[config.mk]
export PLATFORM = sky130hd
export DESIGN_NAME = range_tlb
export DESIGN_NICKNAME = d
export VERILOG_FILES = /design/src/rtl/range_tlb_pkg.sv /design/src/rtl/range_tlb_ctrl.sv /design/src/rtl/range_tlb_dpath.sv /design/src/rtl/range_tlb.sv
export SDC_FILE = /design/constraint.sdc
export NUM_CORES = 2
export LEC_CHECK = 0
export ABC_AREA = 1
export CAP_MARGIN = 20
export CORE_ASPECT_RATIO = 1.2
export CORE_MARGIN = 4
export CORE_UTILIZATION = 45
export DETAILED_ROUTE_END_ITERATION = 16
export PLACE_DENSITY_LB_ADDON = 0.2
export SLEW_MARGIN = 15
export SYNTH_ARGS = -nofsm -noshare
export SYNTH_HDL_FRONTEND = slang
export SYNTH_SLANG_ARGS = --single-unit
[constraint.sdc]
create_clock -name clk -period 10.48 [get_ports clk]
set_input_delay 1.048 -clock clk [delete_from_list [all_inputs] [get_ports clk]]
set_output_delay 1.048 -clock clk [all_outputs]
set_load 0.05 [all_outputs]
[src/rtl/range_tlb_pkg.sv]
package range_tlb_pkg;

  typedef enum logic [1:0] {
    OP_MAP_PAGE   = 2'd0,
    OP_SET_PROT   = 2'd1,
    OP_PURGE_PAGE = 2'd2,
    OP_PURGE_ALL  = 2'd3
  } tlbOp_e;

  localparam int PPN_W  = 20;
  localparam int PROT_W = 29;

  typedef struct packed {
    logic mapPage;
    logic setProt;
    logic flushAll;
  } tlbStrobe_t;

endpackage

[src/rtl/range_tlb_ctrl.sv]
module range_tlb_ctrl
  import range_tlb_pkg::*;
#(
  parameter int ENTRIES = 8
) (
  input  logic               clk,
  input  logic               rstN,
  input  logic               cmdValid,
  input  logic [1:0]         cmdOp,
  input  logic [ENTRIES-1:0] cmdCover,
  input  logic [ENTRIES-1:0] entValid,
  output tlbStrobe_t         strobe,
  output logic [ENTRIES-1:0] tgtMask,
  output logic [ENTRIES-1:0] flushMask,
  output logic               protErr
);

  localparam int IDX_W = (ENTRIES > 1) ? $clog2(ENTRIES) : 1;

  logic [IDX_W-1:0]   rrPtr;
  logic [ENTRIES-1:0] firstCov;
  logic [ENTRIES-1:0] rrOneHot;
  logic               anyCov;
  logic               rrAdvance;
  logic               errNext;

  // lowest set bit of the covering vector picks the first slot in index order
  assign firstCov = cmdCover & (~cmdCover + ENTRIES'(1));
  assign anyCov   = |cmdCover;
  assign rrOneHot = ENTRIES'(1) << rrPtr;

  always_comb begin
    strobe    = '0;
    tgtMask   = '0;
    flushMask = '0;
    rrAdvance = 1'b0;
    errNext   = 1'b0;
    if (cmdValid) begin
      case (tlbOp_e'(cmdOp))
        OP_MAP_PAGE: begin
          strobe.mapPage = 1'b1;
          flushMask      = cmdCover & entValid;
          tgtMask        = anyCov ? firstCov : rrOneHot;
          rrAdvance      = !anyCov;
        end
        OP_SET_PROT: begin
          strobe.setProt = anyCov;
          tgtMask        = firstCov;
          errNext        = !anyCov;
        end
        OP_PURGE_PAGE: flushMask = firstCov & entValid;
        OP_PURGE_ALL:  strobe.flushAll = 1'b1;
        default: ;
      endcase
    end
  end

  always_ff @(posedge clk) begin
    if (!rstN) begin
      rrPtr   <= '0;
      protErr <= 1'b0;
    end else begin
      protErr <= errNext;
      if (rrAdvance)
        rrPtr <= (rrPtr == IDX_W'(ENTRIES - 1)) ? '0 : rrPtr + IDX_W'(1);
    end
  end

endmodule

[src/rtl/range_tlb_dpath.sv]
module range_tlb_dpath
  import range_tlb_pkg::*;
#(
  parameter int ENTRIES   = 8,
  parameter int VA_W      = 32,
  parameter int PAGE_BITS = 12
) (
  input  logic                  clk,
  input  logic                  rstN,
  input  logic [VA_W-1:0]       cmdAddr,
  input  logic [31:0]           cmdData,
  input  tlbStrobe_t            strobe,
  input  logic [ENTRIES-1:0]    tgtMask,
  input  logic [ENTRIES-1:0]    flushMask,
  input  logic                  lkValid,
  input  logic [VA_W-1:0]       lkAddr,
  input  logic                  lkFetch,
  output logic [ENTRIES-1:0]    cmdCover,
  output logic [ENTRIES-1:0]    entValid,
  output logic                  rspValid,
  output logic                  rspHit,
  output logic                  rspMissInstr,
  output logic                  rspMissData,
  output logic [PPN_W+PAGE_BITS-1:0] rspPaddr,
  output logic [PROT_W-1:0]     rspProt
);

  localparam int IDX_W = (ENTRIES > 1) ? $clog2(ENTRIES) : 1;
  localparam int PA_W  = PPN_W + PAGE_BITS;
  localparam logic [VA_W-1:0] PAGE_SPAN = VA_W'((64'd1 << PAGE_BITS) - 64'd1);

  logic [VA_W-1:0]   vaFirst [ENTRIES];
  logic [VA_W-1:0]   vaLast  [ENTRIES];
  logic [PPN_W-1:0]  ppn     [ENTRIES];
  logic [PROT_W-1:0] prot    [ENTRIES];

  logic [VA_W-1:0] mapFirst;
  logic            unusedData;
  logic [ENTRIES-1:0] lkCover;
  logic               lkFound;
  logic [IDX_W-1:0]   lkIdx;

  assign mapFirst   = cmdAddr & ~PAGE_SPAN;
  assign unusedData = ^{cmdData[31:30], cmdData[0]};

  for (genvar g = 0; g < ENTRIES; g++) begin : g_slot
    always_ff @(posedge clk) begin
      if (!rstN || strobe.flushAll) begin
        vaFirst[g]  <= '1;
        vaLast[g]   <= '0;
        ppn[g]      <= '0;
        prot[g]     <= '0;
        entValid[g] <= 1'b0;
      end else if (strobe.mapPage && tgtMask[g]) begin
        vaFirst[g]  <= mapFirst;
        vaLast[g]   <= mapFirst + PAGE_SPAN;
        ppn[g]      <= cmdData[24:5];
        prot[g]     <= '0;
        entValid[g] <= 1'b0;
      end else if (strobe.setProt && tgtMask[g]) begin
        prot[g]     <= cmdData[29:1];
        entValid[g] <= 1'b1;
      end else if (flushMask[g]) begin
        vaFirst[g]  <= '1;
        vaLast[g]   <= '0;
        ppn[g]      <= '0;
        prot[g]     <= '0;
        entValid[g] <= 1'b0;
      end
    end

    assign cmdCover[g] = (vaFirst[g] <= cmdAddr) && (cmdAddr <= vaLast[g]);
    assign lkCover[g]  = (vaFirst[g] <= lkAddr)  && (lkAddr  <= vaLast[g]);
  end

  always_comb begin
    lkFound = 1'b0;
    lkIdx   = '0;
    for (int i = ENTRIES - 1; i >= 0; i--) begin
      if (lkCover[i]) begin
        lkFound = 1'b1;
        lkIdx   = IDX_W'(i);
      end
    end
  end

  always_ff @(posedge clk) begin
    if (!rstN) begin
      rspValid     <= 1'b0;
      rspHit       <= 1'b0;
      rspMissInstr <= 1'b0;
      rspMissData  <= 1'b0;
      rspPaddr     <= '0;
      rspProt      <= '0;
    end else begin
      rspValid     <= lkValid;
      rspHit       <= lkValid && lkFound && entValid[lkIdx];
      rspMissInstr <= lkValid && !(lkFound && entValid[lkIdx]) && lkFetch;
      rspMissData  <= lkValid && !(lkFound && entValid[lkIdx]) && !lkFetch;
      if (lkValid && lkFound && entValid[lkIdx]) begin
        rspPaddr <= PA_W'({ppn[lkIdx], lkAddr[PAGE_BITS-1:0]});
        rspProt  <= prot[lkIdx];
      end else begin
        rspPaddr <= '0;
        rspProt  <= '0;
      end
    end
  end

endmodule

[src/rtl/range_tlb.sv]
module range_tlb
  import range_tlb_pkg::*;
#(
  parameter int ENTRIES   = 8,
  parameter int VA_W      = 32,
  parameter int PAGE_BITS = 12,
  localparam int PA_W     = 20 + PAGE_BITS
) (
  input  logic            clk,
  input  logic            rstN,
  input  logic            cmdValid,
  input  logic [1:0]      cmdOp,
  input  logic [VA_W-1:0] cmdAddr,
  input  logic [31:0]     cmdData,
  input  logic            lkValid,
  input  logic [VA_W-1:0] lkAddr,
  input  logic            lkFetch,
  output logic            rspValid,
  output logic            rspHit,
  output logic            rspMissInstr,
  output logic            rspMissData,
  output logic [PA_W-1:0] rspPaddr,
  output logic [28:0]     rspProt,
  output logic            protErr
);

  tlbStrobe_t         strobe;
  logic [ENTRIES-1:0] tgtMask;
  logic [ENTRIES-1:0] flushMask;
  logic [ENTRIES-1:0] cmdCover;
  logic [ENTRIES-1:0] entValid;

  range_tlb_ctrl #(.ENTRIES(ENTRIES)) u_ctrl (
    .clk(clk), .rstN(rstN), .cmdValid(cmdValid), .cmdOp(cmdOp),
    .cmdCover(cmdCover), .entValid(entValid), .strobe(strobe),
    .tgtMask(tgtMask), .flushMask(flushMask), .protErr(protErr)
  );

  range_tlb_dpath #(.ENTRIES(ENTRIES), .VA_W(VA_W), .PAGE_BITS(PAGE_BITS)) u_dpath (
    .clk(clk), .rstN(rstN), .cmdAddr(cmdAddr), .cmdData(cmdData),
    .strobe(strobe), .tgtMask(tgtMask), .flushMask(flushMask),
    .lkValid(lkValid), .lkAddr(lkAddr), .lkFetch(lkFetch),
    .cmdCover(cmdCover), .entValid(entValid), .rspValid(rspValid),
    .rspHit(rspHit), .rspMissInstr(rspMissInstr), .rspMissData(rspMissData),
    .rspPaddr(rspPaddr), .rspProt(rspProt)
  );

endmodule

==> flow_summary.yaml <==
cts:
  post-cts-setup-buffers: 0
  clock_sinks: 805
  cts_made_buffers: 91
  hold_buffers: 0
  clk-insertion-delay-late_ps: 690
  clk_pin_slew_ps: 60
  cts_buffer_depth: 3
  htreeDepth: 3
  cts_tree: "built"
  cts-root-buf: "clkbuf_16"
  cts_resized: 0
global_route:
  antenna_found_initial: 3
  grt_pass1_wl_um: 256000
  overflow: 0
  grt_max_degree: 129
  grtUsageTotal_pct: 24.9
  grt_pass1_vias: 44800
synth:
  synthArstFlopShare_pct: 0
  synth_seq_cells: 805
  synthTopCellsByArea: "edfxtp_1 (38%), ha_1 (23%), nand2_1 (8.3%), inv_1 (5.7%), nor2_1 (5.1%)"
  syn_nets: 7681
  synth-edff-count: 728
  synth_area_per_cell_um2: 8.72
  ys_types: 57
  synth_top_area_share_pct: 38.3
  synth_cells: 6548
  yosysMostFrequentCell: "nand2_1"
  synth_top_cells_by_count: "nand2_1 (1256), ha_1 (1030), inv_1 (866)"
  yosysTopAreaCell: "edfxtp_1"
  synth.cell_area_um2: 57100
  synthFlopType: "edfxtp_1"
  seq_area_frac_synth_pct: 41.0
  yosys_warnings: 0
finish:
  drive_gt1_share_pct: 4.99
  fill_cells: 11800
  final_nets: 7828
  antennaDiodeCount: 0
  syn2layout_area_growth_pct: 11.8
  instances_no_fill: 8427
  postLayoutCoreUtil_pct: 50.9
placed_design:
  numPortBuffers: 165
  hpwl_um: 115000
  routabilityCongestion: 0.881
  post-place-ws_ps: 3020
  dpl.cell_count: 8257
route:
  first_pass_iters: 6
  viasPerCell: 5.46
  final_antenna_net_count: 0
  wl_per_cell_um: 19.9
  drc_errors: 0
  drt_iter0_markers: 2848
  drt-total-wl_um: 168000
  vias: 46000
worst_hold_path:
  hp-class: "reg2reg"
pwr:
  power.density_nw_per_um2: 142
  peakVddDrop_mv: 0.144
  p_leak_nw: 28.3
floorplanning:
  die_width_um: 333
  core_area_um2: 125000
  pin_count: 169
  die_area_um2: 133000
  die_y_um: 398
  std_cell_rows: 142
  initial_core_util_pct: 45.5
critical_path:
  crit_type: "in2reg"
  r2r_setup_slack_ps: 4420
  crit_path_frequent_cell: "nand2_1"
  cpMaxStageDelayCell: "clkdlybuf4s50_1"
  worstPathMaxFanout: 41
  cp_data_required_time_ps: 11000
  cp_slowest_stage_delay_ps: 1040
  start_kind: "primary input"
  endpoint_kind: "register"
  crit_arrival_ps: 7250
  crit_chain: "clkdlybuf4s50_1, clkinv_1, ha_1, nand2_1, nor2_1, nand4_1, a31oi_1, o21ai_1, nand3_1, nand2_1, nand2_1, nand2_1, nor2_1, nand2_1, o21ai_2, nand2_2, nor2_4, inv_2, nor2_1"
sta:
  skew_ps: 31.9
  setup_tns_ps: 0
  worst_slew_pin_slew_ps: 1150
  drv_slew: 0
  period_share_pct: 64.3
  setup_viol: 0
  maxSlewHeadroom_pct: 23.5
  rsz0062_at_grt: "false"
  max_freq_mhz: 148
  fin_ws_ps: 3740
  min_period_ps: 6740
  hold_violations: 0
run_status:
  status: "completed"
run:
  cap_violations: 0
[logic make-up after synthesis]
| family | synth area share [%] |
|---|---|
| buf+inv | 7.71 |
| flops | 41.0 |
| compound gates | 7.86 |
| simple gates | 20.9 |
| fa+ha+maj | 22.6 |
[layout by cell type, fill, tap and decap left out, types with 6 or more instances in the layout]
| master | count |
|---|---|
| a211oi_1 | 19 |
| a21o_1 | 10 |
| a21oi_1 | 524 |
| a31oi_1 | 13 |
| buf_4 | 103 |
| bufinv_16 | 7 |
| clkbuf_1 | 21 |
| clkbuf_16 | 91 |
| clkbuf_8 | 13 |
| clkdlybuf4s50_1 | 165 |
| clkinv_1 | 30 |
| clkinv_2 | 14 |
| dfxtp_1 | 77 |
| edfxtp_1 | 728 |
| ha_1 | 1030 |
| inv_1 | 866 |
| inv_2 | 16 |
| nand2_1 | 1251 |
| nand2_2 | 17 |
| nand2_4 | 6 |
| nand3_1 | 478 |
| nand3_4 | 7 |
| nand3b_1 | 17 |
| nand4_1 | 136 |
| nor2_1 | 769 |
| nor2_2 | 9 |
| nor3_1 | 41 |
| nor4_1 | 19 |
| nor4_2 | 8 |
| o211ai_1 | 27 |
| o21a_1 | 45 |
| o21ai_0 | 115 |
| o21bai_1 | 8 |
| o221ai_1 | 25 |
[path summary, 6_finish.rpt]
check                                      start                          endpoint  cells after the start
min             u_dpath.entValid[6]$_SDFFE_PP0P_  u_dpath.entValid[6]$_SDFFE_PP0P_                      2
min reg2reg     u_dpath.entValid[6]$_SDFFE_PP0P_  u_dpath.entValid[6]$_SDFFE_PP0P_                      2
max                                  cmdAddr[14]  u_dpath.ppn[4][17]$_SDFFCE_PP0P_                     19
max reg2reg  u_dpath.vaLast[1][74]$_SDFFCE_PP0P_    u_dpath.rspPaddr[8]$_SDFF_PN0_                     23
[sequential cells by signal (all words and copies together) (netlist names)]
signal                cells
u_dpath.rspMissInstr      1
u_dpath.vaLast          168
u_dpath.entValid          8
u_dpath.rspMissData       1
u_ctrl.rrPtr              3
u_dpath.rspHit            1
u_dpath.rspProt          29
u_dpath.vaFirst         168
u_dpath.ppn             160
u_dpath.rspValid          1
u_dpath.rspPaddr         32
u_ctrl.protErr            1
u_dpath.prot            232
[metal layers]
| layer | global-route usage [%] | vias to the layer above | part of all wire [%] |
|---|---|---|---|
| li1 | - | 22600 | - |
| met1 | 30.6 | 21800 | 41 |
| met2 | 44.7 | 1311 | 50 |
| met3 | 2.47 | 318 | 5.2 |
| met4 | 9.73 | 0 | 3.9 |
| met5 | 0 | - | 0 |
[metrics by stage]
step                total power [mW]  hold slack (ps)  area [um2]
global route                    9.52              539       63800
CTS                             9.12              509       63800
finish                          9.07              510       63800
detailed placement              5.88              500       60800
global placement                5.81              489       60800
floorplan                       5.15              469       57100
[report_power, final]
part           internal (mW)  switching [mW]
logic                  0.654            1.46
registers               3.66          0.0488
clock network           1.88            1.38
[final cells by class]
type / instances / area (um2) / area share (%)
clock inverters: 44 / 502 / 0.786
clock buffers: 125 / 2530 / 3.97
repair buffers: 271 / 2480 / 3.89
flip-flops and latches: 805 / 23400 / 36.7
inverters: 903 / 3390 / 5.31
well taps: 1656 / 2070 / 3.25
multi-input cells: 4623 / 29400 / 46.1
[worst max-delay path, delay by kind of cell]
family          cells  cell delay (ps)
buf+inv             3             2480
simple gates       12             2330
compound gates      3              690
fa+ha+maj           1              590
(Power assumes the default switching activity.)
